--- src/rtl/dma_xfer_pkg.sv ---
package dma_xfer_pkg;

   typedef enum logic [1:0] {
      ST_IDLE = 2'd0,
      ST_RD   = 2'd1,
      ST_WR   = 2'd2,
      ST_GAP  = 2'd3
   } dma_state_e;

   // control word as stored, occupying register bits 11:1
   typedef struct packed {
      logic [2:0] bwc;
      logic [1:0] dsize;
      logic [1:0] ssize;
      logic       dinc;
      logic       sinc;
      logic       eext;
      logic       steal;
   } dma_ctrl_t;

   localparam logic [2:0] RA_SRC  = 3'd0;
   localparam logic [2:0] RA_DST  = 3'd1;
   localparam logic [2:0] RA_CNT  = 3'd2;
   localparam logic [2:0] RA_CTRL = 3'd3;
   localparam logic [2:0] RA_STAT = 3'd4;

endpackage

--- src/rtl/dma_size_dec.sv ---
module dma_size_dec (
   input  logic [1:0] code,
   output logic [1:0] lg,
   output logic       rsvd
);
   always_comb begin
      rsvd = 1'b0;
      case (code)
         2'b00:   lg = 2'd2;
         2'b01:   lg = 2'd0;
         2'b10:   lg = 2'd1;
         default: begin
            lg   = 2'd2;
            rsvd = 1'b1;
         end
      endcase
   end
endmodule

--- src/rtl/dma_packer.sv ---
module dma_packer #(
   parameter int DW = 32
) (
   input  logic          clk,
   input  logic          rst_n,
   input  logic          load,
   input  logic [1:0]    idx,
   input  logic [1:0]    slg,
   input  logic [DW-1:0] rdata,
   output logic [DW-1:0] packed_q
);
   localparam int NB = DW / 8;

   logic [1:0]    off;
   logic [3:0]    lmask;
   logic [3:0]    lsel;
   logic [DW-1:0] shifted;

   always_comb begin
      off = 2'(idx << slg);
      case (slg)
         2'd2:    lmask = 4'hF;
         2'd1:    lmask = 4'h3;
         default: lmask = 4'h1;
      endcase
      lsel    = 4'(lmask << off);
      shifted = rdata << {off, 3'b000};
   end

   for (genvar b = 0; b < NB; b++) begin : g_lane
      always_ff @(posedge clk or negedge rst_n) begin
         if (!rst_n)
            packed_q[b*8 +: 8] <= '0;
         else if (load && lsel[b])
            packed_q[b*8 +: 8] <= shifted[b*8 +: 8];
      end
   end
endmodule

--- src/rtl/dma_bw_check.sv ---
module dma_bw_check #(
   parameter int CW        = 24,
   parameter int BASE_LOG2 = 14,
   parameter bit ENABLE    = 1'b1
) (
   input  logic [2:0]    bwc,
   input  logic [CW-1:0] cnt_next,
   output logic          hit
);
   localparam int LGW = $clog2(CW + 8);

   if (ENABLE) begin : g_bw_on
      logic [LGW-1:0] lg;
      logic [CW-1:0]  mask;
      always_comb begin
         lg   = LGW'(BASE_LOG2) + LGW'(bwc) - LGW'(1);
         mask = ~({CW{1'b1}} << lg);
         hit  = (bwc != 3'd0) && (cnt_next != '0) && ((cnt_next & mask) == '0);
      end
   end else begin : g_bw_off
      assign hit = 1'b0;
   end
endmodule

--- src/rtl/dma_xfer_engine.sv ---
module dma_xfer_engine
   import dma_xfer_pkg::*;
#(
   parameter int AW            = 32,
   parameter int DW            = 32,
   parameter int CW            = 24,
   parameter int BWC_BASE_LOG2 = 14,
   parameter bit ENABLE_BWC    = 1'b1
) (
   input  logic          clk,
   input  logic          rst_n,
   input  logic          reg_wr,
   input  logic [2:0]    reg_addr,
   input  logic [31:0]   reg_wdata,
   output logic [31:0]   reg_rdata,
   input  logic          ext_req,
   output logic          bus_req,
   input  logic          bus_gnt,
   output logic [AW-1:0] bus_addr,
   output logic          bus_we,
   output logic [1:0]    bus_size,
   output logic [DW-1:0] bus_wdata,
   input  logic [DW-1:0] bus_rdata,
   input  logic          bus_rdy,
   input  logic          bus_err
);
   if (DW != 32) begin : g_chk_dw
      $error("dma_xfer_engine: DW must be 32");
   end
   if (AW > 32 || AW < 8) begin : g_chk_aw
      $error("dma_xfer_engine: AW must lie in 8..32");
   end
   if (CW > 32 || CW < BWC_BASE_LOG2 + 7) begin : g_chk_cw
      $error("dma_xfer_engine: CW must cover the largest boundary and fit 32 bits");
   end

   dma_state_e    st;
   dma_ctrl_t     ctrl_q;
   logic [AW-1:0] src_q, dst_q;
   logic [CW-1:0] cnt_q;
   logic          st_done, st_bes, st_req;
   logic          start_q;
   logic [1:0]    rd_idx;

   logic [1:0]    sb_lg, db_lg;
   logic          s_rsvd, d_rsvd;
   logic [1:0]    rd_last;
   logic [CW-1:0] dbytes, cnt_next;
   logic          bw_hit, accept, cyc_ok, cyc_err, busy_w, stat_clr;

   dma_size_dec u_sdec (.code(ctrl_q.ssize), .lg(sb_lg), .rsvd(s_rsvd));
   dma_size_dec u_ddec (.code(ctrl_q.dsize), .lg(db_lg), .rsvd(d_rsvd));

   dma_packer #(.DW(DW)) u_pack (
      .clk(clk), .rst_n(rst_n),
      .load(st == ST_RD && cyc_ok),
      .idx(rd_idx), .slg(sb_lg),
      .rdata(bus_rdata), .packed_q(bus_wdata)
   );

   dma_bw_check #(.CW(CW), .BASE_LOG2(BWC_BASE_LOG2), .ENABLE(ENABLE_BWC)) u_bw (
      .bwc(ctrl_q.bwc), .cnt_next(cnt_next), .hit(bw_hit)
   );

   always_comb begin
      busy_w   = (st != ST_IDLE);
      rd_last  = (db_lg > sb_lg) ? 2'((3'd1 << (db_lg - sb_lg)) - 3'd1) : 2'd0;
      dbytes   = CW'(3'd1 << db_lg);
      cnt_next = (cnt_q <= dbytes) ? '0 : cnt_q - dbytes;
      accept   = !st_done && (start_q || (ctrl_q.eext && ext_req));
      cyc_ok   = bus_gnt && bus_rdy && !bus_err;
      cyc_err  = bus_gnt && bus_err;
      stat_clr = reg_wr && reg_addr == RA_STAT && reg_wdata[0];

      bus_req  = (st == ST_RD) || (st == ST_WR);
      bus_we   = (st == ST_WR);
      bus_addr = (st == ST_WR) ? dst_q : src_q;
      bus_size = (st == ST_WR) ? ctrl_q.dsize : ctrl_q.ssize;

      case (reg_addr)
         RA_SRC:  reg_rdata = 32'(src_q);
         RA_DST:  reg_rdata = 32'(dst_q);
         RA_CNT:  reg_rdata = 32'(cnt_q);
         RA_CTRL: reg_rdata = {20'd0, ctrl_q, 1'b0};
         RA_STAT: reg_rdata = {28'd0, busy_w, st_req, st_bes, st_done};
         default: reg_rdata = '0;
      endcase
   end

   always_ff @(posedge clk or negedge rst_n) begin
      if (!rst_n) begin
         st      <= ST_IDLE;
         ctrl_q  <= '0;
         src_q   <= '0;
         dst_q   <= '0;
         cnt_q   <= '0;
         st_done <= 1'b0;
         st_bes  <= 1'b0;
         st_req  <= 1'b0;
         start_q <= 1'b0;
         rd_idx  <= '0;
      end else begin
         start_q <= 1'b0;
         if (reg_wr && st == ST_IDLE) begin
            case (reg_addr)
               RA_SRC:  src_q  <= reg_wdata[AW-1:0];
               RA_DST:  dst_q  <= reg_wdata[AW-1:0];
               RA_CNT:  cnt_q  <= reg_wdata[CW-1:0];
               RA_CTRL: begin
                  ctrl_q  <= reg_wdata[11:1];
                  start_q <= reg_wdata[0];
               end
               default: ;
            endcase
         end
         if (stat_clr) begin
            st_done <= 1'b0;
            st_bes  <= 1'b0;
            st_req  <= 1'b0;
         end

         case (st)
            ST_IDLE: if (accept) begin
               if (s_rsvd || d_rsvd) begin
                  st_bes  <= 1'b1;
                  st_done <= 1'b1;
               end else if (cnt_q == '0) begin
                  st_done <= 1'b1;
               end else begin
                  st_req <= 1'b1;
                  rd_idx <= '0;
                  st     <= ST_RD;
               end
            end
            ST_RD: if (cyc_err) begin
               st_bes  <= 1'b1;
               st_done <= 1'b1;
               st      <= ST_IDLE;
            end else if (cyc_ok) begin
               if (ctrl_q.sinc) src_q <= src_q + AW'(3'd1 << sb_lg);
               if (rd_idx == rd_last) st <= ST_WR;
               else                   rd_idx <= rd_idx + 2'd1;
            end
            ST_WR: if (cyc_err) begin
               st_bes  <= 1'b1;
               st_done <= 1'b1;
               st      <= ST_IDLE;
            end else if (cyc_ok) begin
               if (ctrl_q.dinc) dst_q <= dst_q + AW'(3'd1 << db_lg);
               cnt_q  <= cnt_next;
               rd_idx <= '0;
               if (cnt_next == '0) begin
                  st_done <= 1'b1;
                  st      <= ST_IDLE;
               end else if (ctrl_q.steal) st <= ST_IDLE;
               else if (bw_hit)           st <= ST_GAP;
               else                       st <= ST_RD;
            end
            ST_GAP:  st <= ST_RD;
            default: st <= ST_IDLE;
         endcase
      end
   end
endmodule

--- config.mk ---
export PLATFORM = sky130hd
export DESIGN_NAME = dma_xfer_engine
export DESIGN_NICKNAME = d
export VERILOG_FILES = /design/src/rtl/dma_xfer_pkg.sv /design/src/rtl/dma_size_dec.sv /design/src/rtl/dma_packer.sv /design/src/rtl/dma_bw_check.sv /design/src/rtl/dma_xfer_engine.sv
export SDC_FILE = /design/constraint.sdc
export NUM_CORES = 1
export LEC_CHECK = 0
export BUFFER_PORTS_ARGS = -buffer_cell sky130_fd_sc_hd__buf_2
export CAP_MARGIN = 20
export CORE_ASPECT_RATIO = 0.9
export CORE_MARGIN = 1
export CORE_UTILIZATION = 40
export CTS_CLUSTER_DIAMETER = 40
export DETAILED_ROUTE_END_ITERATION = 8
export GPL_ROUTABILITY_DRIVEN = 1
export PLACE_DENSITY_LB_ADDON = 0.08
export SLEW_MARGIN = 20
export SYNTH_ARGS = -nofsm -noshare
export SYNTH_HDL_FRONTEND = slang
export SYNTH_SLANG_ARGS = --single-unit
--- constraint.sdc ---
create_clock -name clk -period 6.92 [get_ports clk]
set_clock_uncertainty 0.05 [all_clocks]
set_input_delay 1.038 -clock clk [delete_from_list [all_inputs] [get_ports clk]]
set_output_delay 1.038 -clock clk [all_outputs]
set_load 0.01 [all_outputs]
==> results of run 1 <==
-- registers in the layout (all words and copies together), names as in the netlist --
| register | count |
|---|---|
| dst_q | 32 |
| rd_idx | 2 |
| src_q | 32 |
| cnt_q | 24 |
| ctrl_q | 11 |
| st | 2 |
| st_bes | 1 |
| st_done | 1 |
| st_req | 1 |
| u_pack.packed_q | 32 |
| start_q | 1 |
-- report_power, final --
part / switching [W] / internal (W)
registers: 0.000574 / 0.00120
clock network: 0.000416 / 0.000511
logic: 0.00176 / 0.00133
total: 0.00275 / 0.00304
-- worst min path at each step --
stage / cells after the start / slack [ns] / endpoint / from
2_1_floorplan: 1 / 0.41 / st_req / st_req
3_3_place_gp: 2 / 0.41 / u_pack.packed_q[13] / u_pack.packed_q[13]
3_5_place_dp: 2 / 0.42 / u_pack.packed_q[12] / u_pack.packed_q[12]
4_1_cts: 2 / 0.43 / u_pack.packed_q[12] / u_pack.packed_q[12]
5_1_grt: 2 / 0.46 / u_pack.packed_q[14] / u_pack.packed_q[14]
6_report: 2 / 0.43 / u_pack.packed_q[12] / u_pack.packed_q[12]
-- metal layers --
metal	global-route usage	wire length, µm
met1	0.405	16800
met2	0.427	15900
met3	0.0423	2240
met4	0.0734	583
met5	0	0
-- worst register-to-register path, cell delays in order, from the launching register on --
cell,delay [ns]
dfrtp_1,0.42
inv_1,0.13
ha_4,0.59
and4b_1,0.28
buf_4,0.25
nand2_1,0.39
a21oi_1,0.67
nand2_1,0.20
nor2_1,0.41
a311oi_1,0.17
a211oi_1,0.22
-- stage by stage --
step                       util  hold slack (ns)  instances
after floorplan               -            0.414       1172
after global placement    0.457            0.409       1630
after detailed placement  0.457            0.419       1630
after CTS                 0.481            0.433       1662
after global routing      0.482            0.457       1662
final                     0.482            0.425       1662
-- layout by cell type, fill, tap and decap left out, types with 6 or more instances in the layout --
master,n
nor2b_1,17
nor3_1,26
dfrtp_1,139
a21oi_1,74
mux2i_1,44
clkbuf_16,17
inv_1,36
and4_1,6
o311ai_0,7
o22ai_1,11
a311oi_1,18
nand2_1,130
and3_1,17
ha_1,29
a211oi_1,44
nand4_1,17
or3_1,6
mux2_2,61
nor2_1,143
and2_1,16
a22oi_1,9
xnor2_1,9
nor4_1,11
xor2_1,12
o21ai_0,67
buf_4,13
buf_2,172
a21o_1,9
nand3_1,34
a31oi_1,6
mux4_2,7
-- cells by family (layout without fill, tap and decap cells) --
group | count (synthesis) | count (layout) | share of synthesized area
and+or+nand+nor | 463 | 463 | 0.220
muxes | 113 | 113 | 0.130
AOI/OAI and AO/OA | 300 | 300 | 0.199
xor gates and xnor gates | 21 | 21 | 0.0182
adders and majority gates | 35 | 35 | 0.0461
buffers and inverters | 101 | 255 | 0.0416
DFF | 139 | 139 | 0.345
-- area by class of cell --
| type | count | area share |
|---|---|---|
| Sequential cell | 139 | 0.294 |
| Tap cell | 336 | 0.0356 |
| Timing Repair Buffer | 186 | 0.0821 |
| Multi-Input combinational cell | 932 | 0.527 |
| Inverter | 37 | 0.0118 |
| Clock inverter | 15 | 0.0131 |
| Clock buffer | 17 | 0.0360 |
-- synthesized netlist by cell type, types with 11 or more instances --
cell / instances
nor2b_1: 18
xor2_1: 12
dfrtp_1: 139
nor3_1: 28
a211oi_1: 44
nand3_1: 34
a311oi_1: 18
ha_1: 30
a21oi_1: 75
inv_1: 36
clkbuf_1: 47
o21ai_0: 67
nand2_1: 130
and2_1: 16
nand4_1: 17
nor4_1: 11
and3_1: 17
o22ai_1: 11
mux2i_1: 44
mux2_2: 61
nor2_1: 143
==> results.toml, run 1 <==
[status]
status = "complete, no violations"

[timing]
hold_viol = 0
period_minus_slack_ns = 3.86
slew_headroom = 0.297
tns_ns = 0
period_share = 0.558
worstMarginPinSlew_ns = 1.05
setup_viol = 0
final_max_slew_viol_count = 0
fmax_ghz = 0.259
rsz0062_at_grt = "false"
layout_setup_ws_ns = 3.06

[logic_synthesis]
syn_inst = 1172
ys.flop_type = "dfrtp_1"
synth_edf_count = 0
ys_warn_count = 0
synth-seq-area-share = 0.345
async_reset_ff_frac = 1.00
yosys.area.top_type = "dfrtp_1"
synth_top_area_frac = 0.345
synth_cell_type_count = 86
synth_fp_nets = 1280
avgSynthCellArea_um2 = 8.61
synth_area_um2 = 10100
ys_top_cells_by_area = "dfrtp_1 (34%), mux2_2 (6.8%), nor2_1 (5.3%)"
ys_ff_latch = 139

[place]
hpwl_mm = 26.4
gp_congestion = 0.965
pre_cts_slack_ns = 2.70
place_area_um2 = 11200
io_buffers = 173

[clocking]
cts.clk_slew.worst_paths_ns = 0.06
cts_sinks = 139
cts_resized = 0
htreeDepth = 4
root_buffer = "clkbuf_16"
cts_setup_buffers = 0
cts_buffer_depth = 2
tritoncts = "yes"
cts_buffers = 17
insertion_delay_ns = 0.43
cts_hold_buf = 0

[setup_path]
r2r_cells = 10
arrival_ns = 4.14
cp.buffers_inverters = 2
crit_start = "st[0]"
worst-path-stages = 10
crit_type = "flip-flop to flip-flop"
path_cells = "inv_1 -> ha_4 -> and4b_1 -> buf_4 -> nand2_1 -> a21oi_1 -> nand2_1 -> nor2_1 -> a311oi_1 -> a211oi_1"
crit_path_start_kind = "flip-flop"
r2r_end = "dst_q[18]"
reg2reg_setup_slack_ns = 3.06
cp-end-kind = "flip-flop"
endpoint = "dst_q[18]"
critPathSlowestCell = "a21oi_1"
cp_slowest_stage_delay_ns = 0.67
crit_family = "simple AND/OR/NAND/NOR gates"
cp_max_fo = 44
required_ns = 7.20
timing.critical_path.mode_cell = "nand2_1"
r2r_start = "st[0]"

[finish]
nets = 1421
area_delta_synth_final_pct = 17.1
nFillCells = 2494
layout-drive-gt1-share = 0.240
antenna_cells = 0
seq_area_um2 = 3480
final_area_um2 = 11800
multiInputGateArea_um2 = 6230

[routing]
wl_per_cell_um = 21.4
via_per_inst = 5.87
drt_first_pass_iters = 5
vias = 9751
ant_nets = 0
wirelength_mm = 35.5
drtIter0Drc = 898
drc = 0

[floorplanning]
die-area_um2 = 25900
core-area_um2 = 24500
die_x_um = 169
start_util = 0.411
num_io_pins = 174
fp.dieH_um = 153
rows = 54

[global_routing]
grtUsageTotal = 0.278
grt_pass1_vias = 9236
grt_pass1_wl_mm = 55.3
grt_max_degree = 84
grt_antenna_before_repair = 0
grt_overflow_total = 0

[worst_hold_path]
hp-class = "flip-flop to flip-flop"

[pwr]
power.density_nw_per_um2 = 490
max-vdd-ir-drop_uv = 196
power_w = 0.00579
power_leakage_nw = 5.12

[run]
cap_violations = 0
(Power assumes the default switching activity.)
==> inputs of run 2 (changes only) <==
--- a/config.mk
+++ b/config.mk
@@ -5,6 +5,7 @@
 export SDC_FILE = /design/constraint.sdc
 export NUM_CORES = 1
 export LEC_CHECK = 0
+export ABC_AREA = 1
 export BUFFER_PORTS_ARGS = -buffer_cell sky130_fd_sc_hd__buf_2
 export CAP_MARGIN = 20
 export CORE_ASPECT_RATIO = 0.9
==> constraint.sdc (replaced) <==
create_clock -name clk -period 3.7 [get_ports clk]
set_clock_uncertainty 0.05 [all_clocks]
set_input_delay 0.555 -clock clk [delete_from_list [all_inputs] [get_ports clk]]
set_output_delay 0.555 -clock clk [all_outputs]
set_load 0.01 [all_outputs]
==> run 2 against run 1 <==
- total power grew 96%
- clock power grew 88%
- synthesized cell count grew 42%
- sequential cell count is the same
- hold slack lost 0.30 ns
- die area grew 8.6%
- sequential power grew 76%
- critical endpoint is now st[1]
- largest cell class unchanged
==> results.toml, run 2 <==
[logic_synthesis]
ys_warn_count = 0
ys_top_cells_by_area = "dfrtp_1 (32%), nand2_1 (14%), o21ai_0 (10%)"
synth_cell_type_count = 50
synth-seq-area-share = 0.317
synth_most_common_cell = "nand2_1"
async_reset_ff_frac = 1.00
synth_fp_nets = 1773
yosys.area.top_type = "dfrtp_1"
syn_inst = 1665
avgSynthCellArea_um2 = 6.58
synth_common_cells = "nand2_1 (395), o21ai_0 (229), inv_1 (223), nor2_1 (160), dfrtp_1 (139)"
synth_top_area_frac = 0.317
synth_area_um2 = 11000
ys_ff_latch = 139
ys.flop_type = "dfrtp_1"
synth_edf_count = 0

[floorplanning]
die-area_um2 = 28100
num_io_pins = 174
die_x_um = 176
core-area_um2 = 27000
start_util = 0.407
rows = 57
fp.dieH_um = 159

[routing]
via_per_inst = 5.52
drtIter0Drc = 971
ant_nets = 0
drc = 0
wirelength_mm = 43.2
vias = 12100
drt_first_pass_iters = 8
wl_per_cell_um = 19.7

[finish]
seq_area_um2 = 3480
layout-drive-gt1-share = 0.166
layout_common_cells = "nand2_1 (390), o21ai_0 (229), inv_1 (223)"
multiInputGateArea_um2 = 6420
final_common_cell = "nand2_1"
area_delta_synth_final_pct = 17.9
final_area_um2 = 12900
nFillCells = 2897
nets = 1934
reg.largest.list = "dst_q: 32 flops, src_q: 32 flops, u_pack.packed_q: 32 flops"
antenna_cells = 0

[global_routing]
grt_overflow_total = 0
grtUsageTotal = 0.308
grt_antenna_before_repair = 0
grt_max_degree = 82
grt_pass1_vias = 11500
grt_pass1_wl_mm = 65.8

[timing]
rsz0062_at_grt = "false"
hold_viol = 0
fmax_ghz = 0.300
final_max_slew_viol_count = 0
period_share = 0.900
worstMarginPinSlew_ns = 0.972
slew_headroom = 0.351
tns_ns = 0
setup_viol = 0
period_minus_slack_ns = 3.33

[place]
place_area_um2 = 12200
hpwl_mm = 32.7
io_buffers = 173
gp_congestion = 0.941

[clocking]
tritoncts = "yes"
root_buffer = "clkbuf_16"
cts_buffer_depth = 2
cts.clk_slew.worst_paths_ns = 0.07
insertion_delay_ns = 0.45
htreeDepth = 4
cts_sinks = 139
cts_buffers = 17

[setup_path]
cp_max_fo = 6
cp-end-kind = "flip-flop"
arrival_ns = 3.62
crit_path_start_kind = "flip-flop"
crit_type = "flip-flop to flip-flop"
required_ns = 3.99

[pwr]
power_leakage_nw = 6.30
power.density_nw_per_um2 = 880
max-vdd-ir-drop_uv = 364

[worst_hold_path]
hp-class = "input pin to asynchronous set/reset pin"

[status]
status = "complete, no violations"

[run]
cap_violations = 0
run 2: what timing repair did:
item	in CTS	in global routing
gates resized for setup	0	13
hold buffers	0	0
endpoints found under the setup margin	0	2
buffers inserted	0	4
run 2: metrics by stage:
step	power, W	hold slack (ns)	instances	util	worst slack [ns]
floorplan	0.00720	0.209	1665	-	0.990
global placement	0.00942	0.414	2156	0.454	0.356
detailed placement	0.00943	0.422	2156	0.454	0.220
CTS	0.0112	0.161	2188	0.476	0.200
global route	0.0123	0.194	2193	0.479	0.0644
finish	0.0114	0.126	2193	0.479	0.370
run 2: worst paths after layout:
path                       slack [ns]           startpoint                  end  cells after the start
max reg2reg                      0.37            ctrl_q[6]                st[1]                     20
max                              0.37            ctrl_q[6]                st[1]                     20
min in group clk                 0.34         bus_rdata[4]   u_pack.packed_q[4]                      2
min reg2reg                      0.43  u_pack.packed_q[26]  u_pack.packed_q[26]                      2
max in group asynchronous        2.64                rst_n            dst_q[22]                      2
min                              0.13                rst_n               st_req                      1
run 2: report_power, final:
group	internal [W]	switching, W
clock	0.000954	0.000786
sequential	0.00225	0.000879
combinational	0.00219	0.00431
total	0.00539	0.00598
run 2: routing by layer:
metal,up-vias,share of wire,routed length (µm),track usage
met1,5632,0.45,19300,0.431
met4,0,0.028,1200,0.109
met3,67,0.079,3430,0.0506
met2,574,0.45,19300,0.476
li1,5825,-,-,-
met5,-,0,0,0
run 2: logic make-up (layout without fill, tap and decap cells):
kind of cell               Yosys count  in the layout  share of synthesized area
AOI/OAI and AO/OA                  403            403                      0.202
xor gates and xnor gates            35             35                     0.0280
adders and majority gates           34             34                     0.0415
buffers and inverters              295            468                      0.103
DFF                                139            139                      0.317
muxes                               14             14                     0.0138
and+or+nand+nor                    745            746                      0.294
run 2: critical path: stages (launching register included):
cell and delay [ns]:
dfrtp_2 0.41, inv_1 0.08, ha_1 0.38, nand2_1 0.10, ha_1 0.37, a21oi_1 0.16, nand2_1 0.13, nor2_1 0.36
nand4_1 0.13, nand3_1 0.17, nand2_1 0.07, nor2_1 0.16, nand2_1 0.09, inv_2 0.05, nand2_1 0.13, nand2_1 0.13
nor2_1 0.04, nand2_1 0.07, nand2_1 0.05, nand2_1 0.05, nand2_1 0.04
run 2: area by class of cell:
cell class	instances	area share
tap	354	0.0343
multi-input combinational	1232	0.497
timing repair buffer	204	0.0874
sequential	139	0.269
clock buffer	18	0.0340
clock inverter	14	0.0107
inverter	232	0.0674
==> inputs of run 3 (changes only) <==
--- a/config.mk
+++ b/config.mk
@@ -10,7 +10,7 @@
 export CAP_MARGIN = 20
 export CORE_ASPECT_RATIO = 0.9
 export CORE_MARGIN = 1
-export CORE_UTILIZATION = 40
+export CORE_UTILIZATION = 55
 export CTS_CLUSTER_DIAMETER = 40
 export DETAILED_ROUTE_END_ITERATION = 8
 export GPL_ROUTABILITY_DRIVEN = 1
==> run 3 against run 2 <==
- maximum frequency down 1.7%
- critical path type unchanged
- largest power group unchanged
- sequential share of layout area up 0.44 points
- critical endpoint unchanged
- highest routed layer is now met5
- core utilization up 18 points
==> results.toml, run 3 (synthesis results as in run 2) <==
[status]
status = "complete, no violations"

[pwr]
p_seq_frac = 0.279
p_int_w = 0.00539
switching_share = 0.526
power.net_switching_w = 0.00597
power_leakage_nw = 6.29
pwr-share-comb = 0.563
power.density_nw_per_um2 = 894
max-vdd-ir-drop_uv = 367
power.share.clock = 0.158

[global_routing]
grt_max_degree = 70
grt_overflow_total = 0
grt_pass1_vias = 11500
grt_antenna_before_repair = 2
grtUsageTotal = 0.404
grt_pass1_wl_mm = 62.4

[routing]
drt_first_pass_iters = 6
wl_per_cell_um = 19.6
drtIter0Drc = 1263
via_per_inst = 5.97
vias = 12400
wirelength_mm = 40.8
ant_nets = 0
drc = 0

[finish]
nFillCells = 1816
layout_common_cells = "nand2_1 (395), o21ai_0 (229), inv_1 (223)"
area_delta_synth_final_pct = 15.9
layout-drive-gt1-share = 0.157
multiInputGateArea_um2 = 6380
seq_area_um2 = 3480
fin_cells = 2082
antenna_cells = 0
reg.largest.list = "dst_q: 32 flops, src_q: 32 flops, u_pack.packed_q: 32 flops"
final_common_cell = "nand2_1"
nets = 1927

[timing]
fmax_ghz = 0.295
setup_viol = 0
worstMarginPinSlew_ns = 0.855
final_max_slew_viol_count = 0
period_minus_slack_ns = 3.39
hold_viol = 0
rsz0062_at_grt = "false"
period_share = 0.916
slew_headroom = 0.429
tns_ns = 0
layout_setup_ws_ns = 0.311

[floorplanning]
die-area_um2 = 20500
rows = 48
num_io_pins = 174
fp.dieH_um = 136
die_x_um = 151
core-area_um2 = 19300
start_util = 0.567

[setup_path]
arrival_ns = 3.69
timing.critical_path.mode_cell = "nand2_1"
crit_path_start_kind = "flip-flop"
reg2reg_setup_slack_ns = 0.31
crit_type = "flip-flop to flip-flop"
critPathSlowestCell = "dfrtp_1"
cp-end-kind = "flip-flop"
r2r_end = "st[1]"
cp.buffers_inverters = 3
crit_family = "simple AND/OR/NAND/NOR gates"
required_ns = 4.00
r2r_start = "ctrl_q[6]"
cp_max_fo = 16
r2r_cells = 21
cp_slowest_stage_delay_ns = 0.46
path_cells = "inv_1 -> ha_1 -> inv_1 -> ha_1 -> nand2_1 -> inv_1 -> nand2_1 -> nand3_1 -> nand4_2 -> nand2_1 -> nand2_1 -> nor2_1 -> nand2_1 -> nor2_1 -> nand2_1 -> nand2_1 -> nor2_1 -> nand2_1 -> nand2_1 -> nand2_1 -> nand2_1"

[clocking]
tritoncts = "yes"
cts_buffers = 17
htreeDepth = 4
root_buffer = "clkbuf_16"
cts_resized = 0
cts_hold_buf = 0
insertion_delay_ns = 0.45
cts_buffer_depth = 2
cts.clk_slew.worst_paths_ns = 0.08
cts_setup_buffers = 0
cts_sinks = 139

[place]
pre_cts_slack_ns = 0.347
dp_cells = 2049
hpwl_mm = 30.8
io_buffers = 173
gp_congestion = 0.996

[worst_hold_path]
hp-class = "input pin to asynchronous set/reset pin"

[run]
cap_violations = 0
[run 3: changes by cell type in the layout (fill, tap and decap cells not counted), sizes merged]
cell / delta
buf: -6
clkinvlp: -4
inv: +5
clkinv: -2
[run 3: stage by stage]
step	instance area, µm²	total power [W]	hold WS (ns)	utilization
final	12700	0.0114	0.00531	0.657
after global routing	12700	0.0122	0.0477	0.657
after CTS	12700	0.0112	0.0456	0.656
after detailed placement	12100	0.00932	0.422	0.625
after global placement	12100	0.00922	0.411	0.625
after floorplan	11000	0.00720	0.209	-
[run 3: area by class of cell]
class                           instances  area share
Clock buffer                           19      0.0356
Clock inverter                         13      0.0117
Inverter                              232      0.0685
Multi-Input combinational cell       1232       0.502
Sequential cell                       139       0.274
Tap cell                              250      0.0246
Timing Repair Buffer                  197      0.0838
[run 3: layer usage]
metal	track usage	vias up	routed length [µm]
li1	-	5814	-
met1	0.539	5766	16800
met2	0.616	741	17800
met3	0.0990	116	4580
met4	0.180	2	1600
met5	0	-	8
[run 3: power by group through the flow]
stage	clock, W	combinational [W]	sequential, W
after detailed placement	0	0.00619	0.00313
after global placement	0	0.00610	0.00312
final	0.00180	0.00640	0.00316
after global routing	0.00187	0.00711	0.00325
after floorplan	0	0.00425	0.00294
after CTS	0.00180	0.00624	0.00312
[run 3: worst max path at each step]
stage	start	endpoint	slack, ns	cells past startpoint
after floorplan	ctrl_q[5]	src_q[30]	0.99	19
after detailed placement	ctrl_q[6]	st[1]	0.35	21
after global placement	ctrl_q[6]	st[1]	0.45	21
after global routing	ctrl_q[6]	st[1]	0.006	21
after CTS	ctrl_q[6]	st[1]	0.33	21
final	ctrl_q[6]	st[1]	0.31	21
